`src/rtl/jm_pkg.sv`:
```
`timescale 1ns/1ps
package jm_pkg;
    typedef enum logic [1:0] {
        ST_IDLE    = 2'd0,
        ST_ARM     = 2'd1,
        ST_MEASURE = 2'd2,
        ST_DONE    = 2'd3
    } jm_state_e;

    localparam logic [2:0] A_STATUS   = 3'd0;
    localparam logic [2:0] A_PERIOD   = 3'd1;
    localparam logic [2:0] A_MAX_PK   = 3'd2;
    localparam logic [2:0] A_MAX_C2C  = 3'd3;
    localparam logic [2:0] A_SUM      = 3'd4;
    localparam logic [2:0] A_COUNT    = 3'd5;
    localparam logic [2:0] A_LAST_PK  = 3'd6;
    localparam logic [2:0] A_LAST_C2C = 3'd7;
endpackage

```
`src/rtl/jm_edge_sync.sv`:
```
`timescale 1ns/1ps
module jm_edge_sync #(
    parameter int STAGES = 2
) (
    input  logic clk,
    input  logic rst_n,
    input  logic async_in,
    output logic rise
);
    logic [STAGES:0] chain_q;

    always_ff @(posedge clk or negedge rst_n) begin
        if (!rst_n) chain_q <= '0;
        else        chain_q <= {chain_q[STAGES-1:0], async_in};
    end

    assign rise = chain_q[STAGES-1] & ~chain_q[STAGES];
endmodule

```
`src/rtl/jm_period_ctr.sv`:
```
`timescale 1ns/1ps
module jm_period_ctr #(
    parameter int CNT_W = 16
) (
    input  logic             clk,
    input  logic             rst_n,
    input  logic             clear,
    input  logic             rise,
    output logic [CNT_W-1:0] period,
    output logic             stall
);
    localparam logic [CNT_W-1:0] CNT_MAX = '1;

    logic [CNT_W-1:0] cnt_q;

    always_ff @(posedge clk or negedge rst_n) begin
        if (!rst_n)               cnt_q <= '0;
        else if (clear)           cnt_q <= '0;
        else if (rise)            cnt_q <= CNT_W'(1);
        else if (cnt_q != CNT_MAX) cnt_q <= cnt_q + 1'b1;
    end

    assign period = cnt_q;
    assign stall  = (cnt_q == CNT_MAX) && !rise;
endmodule

```
`src/rtl/jm_stats.sv`:
```
`timescale 1ns/1ps
module jm_stats #(
    parameter int CNT_W = 16,
    parameter int N_W   = 8,
    parameter int SUM_W = CNT_W + N_W
) (
    input  logic                    clk,
    input  logic                    rst_n,
    input  logic                    clear,
    input  logic                    sample,
    input  logic [CNT_W-1:0]        period,
    input  logic [CNT_W-1:0]        ideal,
    output logic [CNT_W-1:0]        last_period,
    output logic signed [CNT_W:0]   last_pk,
    output logic signed [CNT_W:0]   last_c2c,
    output logic [CNT_W-1:0]        max_pk,
    output logic [CNT_W-1:0]        max_c2c,
    output logic [SUM_W-1:0]        sum,
    output logic [N_W-1:0]          count
);
    logic signed [CNT_W:0] pk, c2c;
    logic [CNT_W-1:0]      pk_mag, c2c_mag;
    logic                  have_prev_q;

    function automatic logic [CNT_W-1:0] magnitude(input logic signed [CNT_W:0] v);
        logic [CNT_W:0] t;
        t = v[CNT_W] ? -v : v;
        return t[CNT_W-1:0];
    endfunction

    assign pk      = $signed({1'b0, period}) - $signed({1'b0, ideal});
    assign c2c     = $signed({1'b0, period}) - $signed({1'b0, last_period});
    assign pk_mag  = magnitude(pk);
    assign c2c_mag = magnitude(c2c);

    always_ff @(posedge clk or negedge rst_n) begin
        if (!rst_n) begin
            last_period <= '0; last_pk <= '0; last_c2c <= '0;
            max_pk <= '0; max_c2c <= '0; sum <= '0; count <= '0;
            have_prev_q <= 1'b0;
        end else if (clear) begin
            last_period <= '0; last_pk <= '0; last_c2c <= '0;
            max_pk <= '0; max_c2c <= '0; sum <= '0; count <= '0;
            have_prev_q <= 1'b0;
        end else if (sample) begin
            last_period <= period;
            last_pk     <= pk;
            count       <= count + 1'b1;
            sum         <= sum + SUM_W'(period);
            have_prev_q <= 1'b1;
            if (pk_mag > max_pk) max_pk <= pk_mag;
            if (have_prev_q) begin
                last_c2c <= c2c;
                if (c2c_mag > max_c2c) max_c2c <= c2c_mag;
            end
        end
    end
endmodule

```
`src/rtl/jitter_meter.sv`:
```
`timescale 1ns/1ps
module jitter_meter #(
    parameter int CNT_W = 16,
    parameter int N_W   = 8,
    parameter int RD_W  = 32
) (
    input  logic             clk,
    input  logic             rst_n,
    input  logic             meas_clk,
    input  logic             start,
    input  logic [CNT_W-1:0] ideal_period,
    input  logic [N_W-1:0]   sample_target,
    input  logic [2:0]       rd_addr,
    output logic [RD_W-1:0]  rd_data,
    output logic             done,
    output logic             timeout
);
    import jm_pkg::*;

    localparam int SUM_W = CNT_W + N_W;
    localparam int EXT_W = RD_W - CNT_W - 1;

    jm_state_e state_q, state_d;

    logic                  rise, stall, sample, last_sample, timeout_q;
    logic [CNT_W-1:0]      period, last_period, max_pk, max_c2c;
    logic signed [CNT_W:0] last_pk, last_c2c;
    logic [SUM_W-1:0]      sum;
    logic [N_W-1:0]        count;

    jm_edge_sync #(.STAGES(2)) u_sync (
        .clk(clk), .rst_n(rst_n), .async_in(meas_clk), .rise(rise)
    );

    jm_period_ctr #(.CNT_W(CNT_W)) u_ctr (
        .clk(clk), .rst_n(rst_n), .clear(start), .rise(rise),
        .period(period), .stall(stall)
    );

    jm_stats #(.CNT_W(CNT_W), .N_W(N_W), .SUM_W(SUM_W)) u_stats (
        .clk(clk), .rst_n(rst_n), .clear(start), .sample(sample),
        .period(period), .ideal(ideal_period),
        .last_period(last_period), .last_pk(last_pk), .last_c2c(last_c2c),
        .max_pk(max_pk), .max_c2c(max_c2c), .sum(sum), .count(count)
    );

    assign last_sample = ({1'b0, count} + 1'b1) >= {1'b0, sample_target};

    // next-state logic
    always_comb begin
        state_d = state_q;
        if (start) begin
            state_d = ST_ARM;
        end else begin
            unique case (state_q)
                ST_IDLE:    state_d = ST_IDLE;
                ST_ARM:     if (stall) state_d = ST_DONE;
                            else if (rise) state_d = ST_MEASURE;
                ST_MEASURE: if (stall) state_d = ST_DONE;
                            else if (rise && last_sample) state_d = ST_DONE;
                ST_DONE:    state_d = ST_DONE;
            endcase
        end
    end

    // state register and timeout flag
    always_ff @(posedge clk or negedge rst_n) begin
        if (!rst_n) begin
            state_q   <= ST_IDLE;
            timeout_q <= 1'b0;
        end else begin
            state_q <= state_d;
            if (start)
                timeout_q <= 1'b0;
            else if (stall && (state_q == ST_ARM || state_q == ST_MEASURE))
                timeout_q <= 1'b1;
        end
    end

    // outputs
    always_comb begin
        sample  = (state_q == ST_MEASURE) && rise && !start;
        done    = (state_q == ST_DONE);
        timeout = timeout_q;
        unique case (rd_addr)
            A_STATUS:   rd_data = RD_W'({timeout_q, done});
            A_PERIOD:   rd_data = RD_W'(last_period);
            A_MAX_PK:   rd_data = RD_W'(max_pk);
            A_MAX_C2C:  rd_data = RD_W'(max_c2c);
            A_SUM:      rd_data = RD_W'(sum);
            A_COUNT:    rd_data = RD_W'(count);
            A_LAST_PK:  rd_data = {{EXT_W{last_pk[CNT_W]}}, last_pk};
            A_LAST_C2C: rd_data = {{EXT_W{last_c2c[CNT_W]}}, last_c2c};
        endcase
    end
endmodule

```
`config.mk`:
```
export PLATFORM = sky130hd
export DESIGN_NAME = jitter_meter
export DESIGN_NICKNAME = d
export VERILOG_FILES = /design/src/rtl/jm_pkg.sv /design/src/rtl/jm_edge_sync.sv /design/src/rtl/jm_period_ctr.sv /design/src/rtl/jm_stats.sv /design/src/rtl/jitter_meter.sv
export SDC_FILE = /design/constraint.sdc
export NUM_CORES = 1
export LEC_CHECK = 0
export ABC_AREA = 1
export BUFFER_PORTS_ARGS = -buffer_cell sky130_fd_sc_hd__buf_2
export CELL_PAD_IN_SITES_DETAIL_PLACEMENT = 0
export CELL_PAD_IN_SITES_GLOBAL_PLACEMENT = 1
export CORE_MARGIN = 3
export CORE_UTILIZATION = 49
export CTS_CLUSTER_DIAMETER = 120
export CTS_CLUSTER_SIZE = 10
export DETAILED_ROUTE_END_ITERATION = 12
export HOLD_SLACK_MARGIN = 0.08
export PLACE_DENSITY_LB_ADDON = 0.1
export REMOVE_ABC_BUFFERS = 1
export SLEW_MARGIN = 40
export SYNTH_ARGS = -nofsm -noshare
export SYNTH_HDL_FRONTEND = slang
export SYNTH_SLANG_ARGS = --single-unit
```
`constraint.sdc`:
```
create_clock -name clk -period 11 [get_ports clk]
set_input_delay 2.2 -clock clk [delete_from_list [all_inputs] [get_ports clk]]
set_output_delay 2.2 -clock clk [all_outputs]
set_load 0.005 [all_outputs]
```
==> flow_summary.toml, run 1 <==
[route]
wirelength_um = 35060
wl_per_cell_um = 18.25
ant_nets = 0
vias = 10478
via_per_inst = 5.454
drc = 0
first_pass_iters = 6
drt-initial-drc-count = 724

[power_and_ir_drop]
power_density_nw_per_um2 = 114.0
finalPower_mw = 1.382
max-vdd-ir-drop_mv = 0.08234
power.share.combinational_pct = 21.2
switching_share_pct = 32.99
p_leak_nw = 6.335
clock_power_share_pct = 40.6
power_switching_uw = 455.8
seqPwrFrac_pct = 38.2
internal-power_uw = 926.1

[finish]
multiInputGateArea_um2 = 6277
area_delta_synth_final_pct = 10.35
fin_util_pct = 55.36
fin_cells = 1921
stdcell_area_um2 = 12120
fillCellCount = 2210
drive_above_1_share_pct = 10.30
regArea_um2 = 3428
antenna_cells = 0
nets = 1758

[critical_path]
critPathKind = "input pin to primary output"
cp_slowest_cell = "nor3_1"
end_kind = "primary output"
cp_max_fo = 12
slowest_delay_ps = 630
crit_chain = "buf_2 > inv_1 > nor3_1 > inv_1 > o22ai_1 > inv_1 > o21ai_0 > buf_2"
worst_path_most_repeated_cell = "inv_1"
crit_path_start_kind = "input pin"
arrival_ps = 4540
cp.required_ps = 8800

[clock_tree]
post_cts_buffers = 0
cts_buffers = 17
post_cts_resized = 0
ctsHoldBuffers = 0
cts_sinks = 137
cts_tree = "done"
clk_pin_slew_ps = 60
cts_max_level = 4
worstSkewPairLatency_ps = 430
clk_root_buffer_cell = "clkbuf_16"
ctsLongestPathBuffers = 2

[yosys]
synthArstFlopShare_pct = 100.0
yosys_warnings = 0
seq_area_frac_synth_pct = 31.22
synthCells = 1571
ys_types = 58
synthFlopType = "dfrtp_1"
syn_area_per_cell_um2 = 6.990
ys_seq_elements = 137
syn_area_um2 = 10980
synth_edf_count = 0

[status]
status = "complete, no violations"

[global_route]
grt_first_pass_wirelength_um = 54490
grt-ovfl-total = 0
track_usage_pct = 29.02
antenna_found_initial = 0
grt_max_degree = 74
grt_pass1_vias = 10000

[die]
die-area_um2 = 24240
die_w_um = 155.7
rows = 54
dieHeight_um = 155.7
initial_core_util_pct = 50.17
pin_count = 65
fp.coreArea_um2 = 21890

[sta]
rsz0062_at_grt = "false"
period_share_pct = 61.31
worstMarginPinSlew_ps = 840.6
setup_violations = 0
fin_hold_ws_ps = 352.2
fmax_mhz = 148.3
slew_viol_final = 0
worst_slack_ps = 4256
clock_skew_ps = 12.96
min_period_ps = 6744
maxSlewHeadroom_pct = 43.75
fin_setup_tns_ps = 0
hold_viol_final = 0

[placement]
place_congestion = 0.9470
pre_cts_slack_ps = 4311
port_buffers = 64
place_inst = 1889
hpwl_um = 27640
place_area_um2 = 11540

[job]
drv_cap = 0

[hold_path]
min-delay-path-class = "flop to flop"
[power by group through the flow]
stage               Clock, mW  Sequential, mW  Combinational, mW
global route            0.589           0.529              0.331
finish                  0.561           0.528              0.293
floorplan                   0           0.532              0.200
global placement            0           0.537              0.286
CTS                     0.569           0.527              0.291
detailed placement          0           0.537              0.290
[logic make-up (layout without fill, tap and decap cells)]
logic type | after synthesis | after routing | share of synthesized area, %
AND/OR/NAND/NOR | 669 | 669 | 26.57
XOR/XNOR | 25 | 25 | 2.062
buffers and inverters | 328 | 398 | 11.68
AO/OA/AOI/OAI | 313 | 313 | 16.99
adder cells (fa/ha/maj) | 99 | 99 | 11.48
flip-flops | 137 | 137 | 31.22
[synth_stat cells (all sizes together), types with 4 or more instances]
library cell	number	share of area, %
inv	291	9.9
xor2	23	1.9
o221ai	8	0.64
and2	4	0.25
nor3	18	0.97
nand3	87	4.4
clkbuf	20	0.68
a211oi	4	0.27
buf	14	0.95
ha	96	11
a221oi	8	0.64
o21ai	108	5.0
nand3b	6	0.41
o22ai	63	3.6
nor2	119	4.6
dfrtp	137	31
nand4	18	1.1
a31oi	5	0.28
a21oi	88	4.2
o211ai	4	0.27
a22oi	5	0.34
nand2	415	15
o2111ai	7	0.72
[worst paths after layout]
check	slack, ps	start	depth (start not counted)	endpoint
max	4260	rd_addr[0]	8	rd_data[19]
min	350	u_sync.chain_q[0]	0	u_sync.chain_q[1]
max reg2reg	5920	u_ctr.period[0]	23	u_stats.max_pk[9]
min reg2reg	350	u_sync.chain_q[0]	0	u_sync.chain_q[1]
max in group asynchronous	8150	rst_n	2	u_stats.last_c2c[14]
min in group asynchronous	1800	rst_n	1	u_stats.last_pk[0]
[cell usage in the layout, fill, tap and decap left out, types with 6 or more instances in the layout]
| master | n |
|---|---|
| nor3_1 | 16 |
| o21ai_1 | 6 |
| nand4_1 | 17 |
| nor2_1 | 106 |
| o221ai_1 | 8 |
| o21ai_0 | 101 |
| nand2_1 | 393 |
| inv_1 | 285 |
| clkbuf_16 | 17 |
| nand3_2 | 10 |
| buf_2 | 63 |
| nand3b_1 | 6 |
| buf_4 | 7 |
| o2111ai_1 | 6 |
| nand3_1 | 77 |
| nand2_2 | 21 |
| xor2_1 | 22 |
| ha_1 | 96 |
| dfrtp_1 | 137 |
| a221oi_1 | 8 |
| o22ai_1 | 62 |
| a21oi_1 | 85 |
| nor2_2 | 8 |
[sequential cells by signal (all words and copies together), names as in the netlist]
signal,flops
u_stats.have_prev_q,1
u_stats.max_c2c,16
u_stats.max_pk,16
u_stats.last_period,16
u_sync.chain_q,3
timeout,1
u_ctr.period,16
u_stats.count,8
u_stats.last_c2c,17
u_stats.sum,24
u_stats.last_pk,17
state_q,2
[layout make-up]
type | instances | share of cell area (%)
clock buffers | 17 | 3.511
clock inverters | 15 | 1.167
inverters | 294 | 9.117
multi-input cells | 1106 | 51.80
flip-flops and latches | 137 | 28.29
well taps | 280 | 2.891
repair buffers | 72 | 3.221
[critical path: cells and delay by family]
family,cells,cell delay (ps)
AO/OA/AOI/OAI,2,700
buffers and inverters,5,1000
AND/OR/NAND/NOR,1,630
[routing by layer]
layer / track usage [%] / wire length [µm] / up-vias
met5: 0 / 0 / -
met4: 8.420 / 761 / 0
met3: 6.574 / 2561 / 46
met2: 46.78 / 16020 / 327
met1: 39.35 / 15720 / 4844
li1: - / - / 5261
Note: power is estimated with default switching activity, not from simulation.
==> run 2: changes to the inputs <==
--- a/config.mk
+++ b/config.mk
@@ -10,7 +10,7 @@
 export CELL_PAD_IN_SITES_DETAIL_PLACEMENT = 0
 export CELL_PAD_IN_SITES_GLOBAL_PLACEMENT = 1
 export CORE_MARGIN = 3
-export CORE_UTILIZATION = 49
+export CORE_UTILIZATION = 46
 export CTS_CLUSTER_DIAMETER = 120
 export CTS_CLUSTER_SIZE = 10
 export DETAILED_ROUTE_END_ITERATION = 12
==> constraint.sdc (replaced) <==
create_clock -name clk -period 6.65 [get_ports clk]
set_input_delay 1.33 -clock clk [delete_from_list [all_inputs] [get_ports clk]]
set_output_delay 1.33 -clock clk [all_outputs]
set_load 0.005 [all_outputs]
==> run 2 against run 1 <==
Effect of this change:
- sequential power is 65% higher
- die area is 6.3% higher
- count of clock-buffer cells in the layout is 1 higher
- sequential cell count stayed put
- critical path depth is 16 higher
- sequential share of layout area is 0.10 points lower
- first-iteration DRC count is 21% higher
==> flow_summary.toml, run 2 (synthesis results as in run 1) <==
[status]
status = "complete, no violations"

[clock_tree]
ctsHoldBuffers = 0
cts_tree = "done"
ctsLongestPathBuffers = 2
cts_max_level = 4
post_cts_resized = 0
clk_pin_slew_ps = 60
cts_sinks = 137
post_cts_buffers = 0
worstSkewPairLatency_ps = 440
clk_root_buffer_cell = "clkbuf_16"
cts_buffers = 17

[finish]
largest_reg_flops = 24
nets = 1758
drive_above_1_share_pct = 10.12
area_delta_synth_final_pct = 10.76
fin_util_pct = 52.76
final_cell_mix = "nand2_1 (393), inv_1 (286), dfrtp_1 (137)"
top_register = "u_stats.sum"
reg_top3 = "u_stats.sum: 24 flops, u_stats.last_c2c: 17 flops, u_stats.last_pk: 17 flops"
layout_commonest_cell = "nand2_1"
antenna_cells = 0

[power_and_ir_drop]
power_density_nw_per_um2 = 189.4
power_switching_uw = 737.6
seqPwrFrac_pct = 37.8
max-vdd-ir-drop_mv = 0.1592
power.share.combinational_pct = 21.0
internal-power_mw = 1.566
p_leak_nw = 6.333
clock_power_share_pct = 41.2
switching_share_pct = 32.02

[sta]
clock_skew_ps = 13.70
rsz0062_at_grt = "false"
fmax_mhz = 197.2
fin_setup_tns_ps = 0
hold_viol_final = 0
setup_violations = 0
slew_viol_final = 0
worstMarginPinSlew_ps = 778.7
min_period_ps = 5070
fin_hold_ws_ps = 353.2
maxSlewHeadroom_pct = 47.89
period_share_pct = 76.24

[die]
rows = 55
pin_count = 65
initial_core_util_pct = 47.64
dieHeight_um = 160.5
die_w_um = 160.5
die-area_um2 = 25760
fp.coreArea_um2 = 23050

[hold_path]
hp-start = "u_sync.chain_q[0]"
holdPathEnd = "u_sync.chain_q[1]"
min-delay-path-class = "flop to flop"
holdPathStages = 0

[route]
wirelength_um = 35300
via_per_inst = 5.326
first_pass_iters = 7
vias = 10401
drt-initial-drc-count = 879
drc = 0
ant_nets = 0
wl_per_cell_um = 18.07

[critical_path]
critPathKind = "input pin to flop"
reg2reg_from = "u_ctr.period[0]"
worstRegToRegCells = 24
end_kind = "flop"
cp_max_fo = 15
cp.required_ps = 6990
arrival_ps = 5410
cp-startpoint = "ideal_period[0]"
crit_path_start_kind = "input pin"
r2r_end = "u_stats.max_pk[5]"
r2r_slack_ps = 1750

[placement]
port_buffers = 64
place_congestion = 0.9190
hpwl_um = 27920

[global_route]
grt_first_pass_wirelength_um = 54980
grt-ovfl-total = 0
grt_max_degree = 70
antenna_found_initial = 0
track_usage_pct = 27.64
grt_pass1_vias = 9759

[job]
drv_cap = 0
[run 2: how the worst max path moves through the flow]
stage	slack (ps)	depth (start not counted)	endpoint
2_1_floorplan	1990	26	u_stats.max_pk[5]
3_3_place_gp	1270	22	u_stats.max_pk[9]
3_5_place_dp	1180	24	u_stats.max_pk[9]
4_1_cts	1620	24	u_stats.max_pk[5]
5_1_grt	1140	24	u_stats.max_pk[5]
6_report	1580	24	u_stats.max_pk[5]
[run 2: critical path: stages]
cell       delay (ps)
buf_2              80
ha_1              140
inv_1              90
fa_1              420
nand3_1           130
nand3_1           130
nand2_1           110
nand2_1            80
nand3_2            90
o2111ai_4         180
inv_2             260
o21ai_0           180
xor2_1            210
inv_1              70
ha_1              290
nand2_1            50
nor2_1            110
nand2_1            80
a31o_2            200
nand2_1            50
nand2_1            60
nor2_1            600
inv_1             260
o21ai_0           230
[run 2: per-layer routing]
metal | global-route usage [%] | wire, µm | share of wire, % | vias up
met2 | 44.03 | 15750 | 45 | 276
met4 | 7.416 | 743 | 2.1 | 0
met5 | 0 | 0 | 0 | -
li1 | - | - | - | 5269
met3 | 5.468 | 2075 | 5.9 | 43
met1 | 38.48 | 16720 | 47 | 4813
[run 2: cell type report]
type | instances | area, µm²
clock inverters | 13 | 148.9
inverters | 294 | 1104
fillers | 2360 | 10890
clock buffers | 18 | 429.2
flip-flops and latches | 137 | 3428
repair buffers | 72 | 390.4
multi-input cells | 1106 | 6271
well taps | 313 | 391.6
[run 2: through the flow]
step	instance area, µm²	worst slack, ps	cells	power [mW]
after global placement	11580	1266	1922	1.361
final	12160	1580	1953	2.303
after global routing	12160	1145	1953	2.413
after CTS	12160	1618	1953	2.307
after detailed placement	11580	1181	1922	1.366
after floorplan	10800	1989	1537	1.211
[run 2: power by group through the flow]
stage	logic, mW	clock network [mW]	registers (mW)
2_1_floorplan	0.331	0	0.881
3_3_place_gp	0.475	0	0.886
3_5_place_dp	0.480	0	0.887
4_1_cts	0.482	0.954	0.871
5_1_grt	0.550	0.989	0.873
6_report	0.483	0.948	0.872
==> run 3: changes to the inputs <==
--- a/config.mk
+++ b/config.mk
@@ -5,12 +5,12 @@
 export SDC_FILE = /design/constraint.sdc
 export NUM_CORES = 1
 export LEC_CHECK = 0
-export ABC_AREA = 1
+export ABC_AREA = 0
 export BUFFER_PORTS_ARGS = -buffer_cell sky130_fd_sc_hd__buf_2
 export CELL_PAD_IN_SITES_DETAIL_PLACEMENT = 0
 export CELL_PAD_IN_SITES_GLOBAL_PLACEMENT = 1
 export CORE_MARGIN = 3
-export CORE_UTILIZATION = 46
+export CORE_UTILIZATION = 43
 export CTS_CLUSTER_DIAMETER = 120
 export CTS_CLUSTER_SIZE = 10
 export DETAILED_ROUTE_END_ITERATION = 12
==> constraint.sdc (replaced) <==
create_clock -name clk -period 4.3 [get_ports clk]
set_input_delay 0.86 -clock clk [delete_from_list [all_inputs] [get_ports clk]]
set_output_delay 0.86 -clock clk [all_outputs]
set_load 0.005 [all_outputs]
==> run 3 against run 2 <==
Effect of this change:
- the run now ends with negative setup slack left
- via count up 2.7%
- clock skew up 4.0 ps
- global-route usage down 1.1 points
- utilization up 4.7 points
- non-clock buffer count up 201
==> flow_summary.toml, run 3 <==
[yosys]
synth_compound_area_share_pct = 23.08
synthArstFlopShare_pct = 100.0
muxShareOfSynthArea_pct = 1.925
synth_top_area_cell = "dfrtp_1"
synth_xor_area_share_pct = 6.805
synth_edf_count = 0
synth_top_family_by_area = "compound AO/OA/AOI/OAI gates"
syn_area_um2 = 10920
synth-simple-area-share_pct = 19.10
ys_seq_elements = 137
synthCells = 1353
seq_area_frac_synth_pct = 31.39
synth.most_common_cell = "nand2_1"
ys_types = 79
syn_area_per_cell_um2 = 8.072
ys_top_cells_by_area = "dfrtp_1 (31%), ha_1 (11%), a21oi_1 (6.0%)"
synthFlopType = "dfrtp_1"
synth_top_cells_by_count = "nand2_1 (172), nor2_1 (145), dfrtp_1 (137)"
yosysTopAreaCellShare_pct = 31.39
synthAdderAreaFrac_pct = 11.55
yosys_warnings = 0

[global_route]
antenna_found_initial = 0
grt_max_degree = 66
grt-ovfl-total = 0
track_usage_pct = 26.57
grt_first_pass_wirelength_um = 56190
grt_pass1_vias = 10333

[power_and_ir_drop]
max-vdd-ir-drop_mv = 0.1581
clock_power_share_pct = 40.1
seqPwrFrac_pct = 35.2
power.share.combinational_pct = 24.7
internal-power_mw = 2.622
finalPower_mw = 3.823
p_leak_nw = 6.581
power_switching_mw = 1.201
power_density_nw_per_um2 = 270.5
switching_share_pct = 31.41

[critical_path]
crit_path_start_kind = "input pin"
crit_chain = "buf_6 > ha_4 > inv_2 > fa_2 > a21o_1 > a21oi_2 > xnor2_2 > or2_4 > or4_4 > nand3b_1 > o31ai_2 > xor2_1 > inv_1 > ha_4 > nand4_1 > or3b_4 > o221a_4 > a221oi_4 > nand2_2 > or4_4 > o311ai_4"
slowest_delay_ps = 500
cp_max_fo = 3
cp.required_ps = 4630
critPathKind = "input pin to flop"
arrival_ps = 5580
cp_slowest_cell = "or4_4"
end_kind = "flop"
worstRegToRegCells = 21

[route]
first_pass_iters = 5
via_per_inst = 5.578
vias = 10687
wl_per_cell_um = 18.63
ant_nets = 0
wirelength_um = 35700
drc = 0
drt-initial-drc-count = 749

[finish]
layout_commonest_cell = "buf_4"
drive_above_1_share_pct = 26.01
nets = 1710
final_cell_mix = "buf_4 (195), nand2_1 (170), dfrtp_1 (136)"
antenna_cells = 0
top_register = "u_stats.sum"
area_delta_synth_final_pct = 29.39
reg_top3 = "u_stats.sum: 24 flops, u_stats.last_c2c: 17 flops, u_stats.last_pk: 17 flops"
fillCellCount = 2324
largest_reg_flops = 24

[clock_tree]
clk_root_buffer_cell = "clkbuf_16"
cts_max_level = 4
cts_buffers = 17
cts_tree = "done"
cts_sinks = 137
worstSkewPairLatency_ps = 440
clk_pin_slew_ps = 60
ctsLongestPathBuffers = 2
ctsHoldBuffers = 0

[status]
violations = "negative setup slack"
status = "finished, violations left"

[die]
pin_count = 65
die_w_um = 165.4
fp.coreArea_um2 = 24600
initial_core_util_pct = 44.39
rows = 57
dieHeight_um = 165.4
die-area_um2 = 27350

[placement]
hpwl_um = 26930
port_buffers = 64
pre_cts_slack_ps = -1480
place_congestion = 0.8869

[sta]
fmax_mhz = 190.5
maxSlewHeadroom_pct = 46.56
clock_skew_ps = 17.68
period_share_pct = 122.1
setup_violations = 32
worstMarginPinSlew_ps = 801.5
hold_viol_final = 0
rsz0062_at_grt = "true"
worst_slack_ps = -949.6
min_period_ps = 5250
slew_viol_final = 0

[job]
drv_cap = 0

[hold_path]
min-delay-path-class = "input pin to asynchronous set/reset pin"
[run 3: cells by family after synthesis]
logic type | after synthesis
adders and majority gates | 99
buffers and inverters | 171
muxes | 12
AOI/OAI and AO/OA | 388
xor gates and xnor gates | 84
and+or+nand+nor | 462
DFF | 137
[run 3: final timing paths]
path	startpoint	endpoint	slack [ps]
worst max-delay path	ideal_period[0]	u_stats.max_pk[14]	-950
min in group clk	u_sync.chain_q[0]	u_sync.chain_q[1]	360
max in group asynchronous	rst_n	u_ctr.period[1]	3340
worst max register to register	u_ctr.period[0]	u_stats.max_pk[14]	-950
worst min-delay path	rst_n	u_stats.max_c2c[10]	310
worst min register to register	u_sync.chain_q[0]	u_sync.chain_q[1]	360
[run 3: what timing repair did]
| action | 4_1_cts | 5_1_grt |
|---|---|---|
| endpoints found under the hold margin | 0 | 0 |
| endpoints found under the setup margin | 32 | 32 |
| resized for setup | 70 | 42 |
| pin swaps | 27 | 24 |
| cloned | 4 | 1 |
| buffers inserted | 12 | 9 |
[run 3: worst max-delay path, delay by kind of cell]
| family | cells | cell delay (ps) |
|---|---|---|
| adders and majority gates | 3 | 770 |
| xor gates and xnor gates | 2 | 330 |
| and+or+nand+nor | 7 | 2080 |
| buffers and inverters | 3 | 230 |
| AOI/OAI and AO/OA | 6 | 1300 |
[run 3: layout make-up]
| type | count | area, µm² | share of cell area [%] |
|---|---|---|---|
| multi-input cells | 1045 | 7266 | 51.42 |
| well taps | 324 | 405.4 | 2.869 |
| clock buffers | 17 | 425.4 | 3.010 |
| inverters | 106 | 397.9 | 2.816 |
| repair buffers | 273 | 2044 | 14.47 |
| flip-flops and latches | 137 | 3430 | 24.27 |
| clock inverters | 14 | 162.7 | 1.151 |
[run 3: routing by layer]
| layer | wire [µm] | up-vias | share of wire (%) | global-route usage [%] |
|---|---|---|---|---|
| met5 | 0 | - | 0 | 0 |
| met4 | 694 | 0 | 1.9 | 6.314 |
| met3 | 1177 | 50 | 3.3 | 3.542 |
| met2 | 17460 | 194 | 49 | 45.42 |
| met1 | 16360 | 5228 | 46 | 35.78 |
| li1 | - | 5215 | - | - |
[run 3: power by group through the flow]
| stage | combinational, mW | sequential, mW | clock [mW] |
|---|---|---|---|
| 2_1_floorplan | 0.440 | 1.36 | 0 |
| 3_3_place_gp | 0.831 | 1.37 | 0 |
| 3_5_place_dp | 0.849 | 1.37 | 0 |
| 4_1_cts | 0.908 | 1.34 | 1.54 |
| 5_1_grt | 1.04 | 1.35 | 1.61 |
| 6_report | 0.944 | 1.35 | 1.53 |
[run 3: through the flow]
step                      utilization (%)  hold WS, ps  cell area, µm²  instances  setup TNS (ps)
after global placement              52.11        333.9           12820       1860          -28210
after detailed placement            52.25        350.3           12850       1861          -30500
final                               57.43        314.6           14130       1916          -17390
after floorplan                         -        331.2           10650       1288          -55620
after global routing                57.43        330.8           14130       1916          -24710
after CTS                           56.45        312.4           13890       1908          -15210
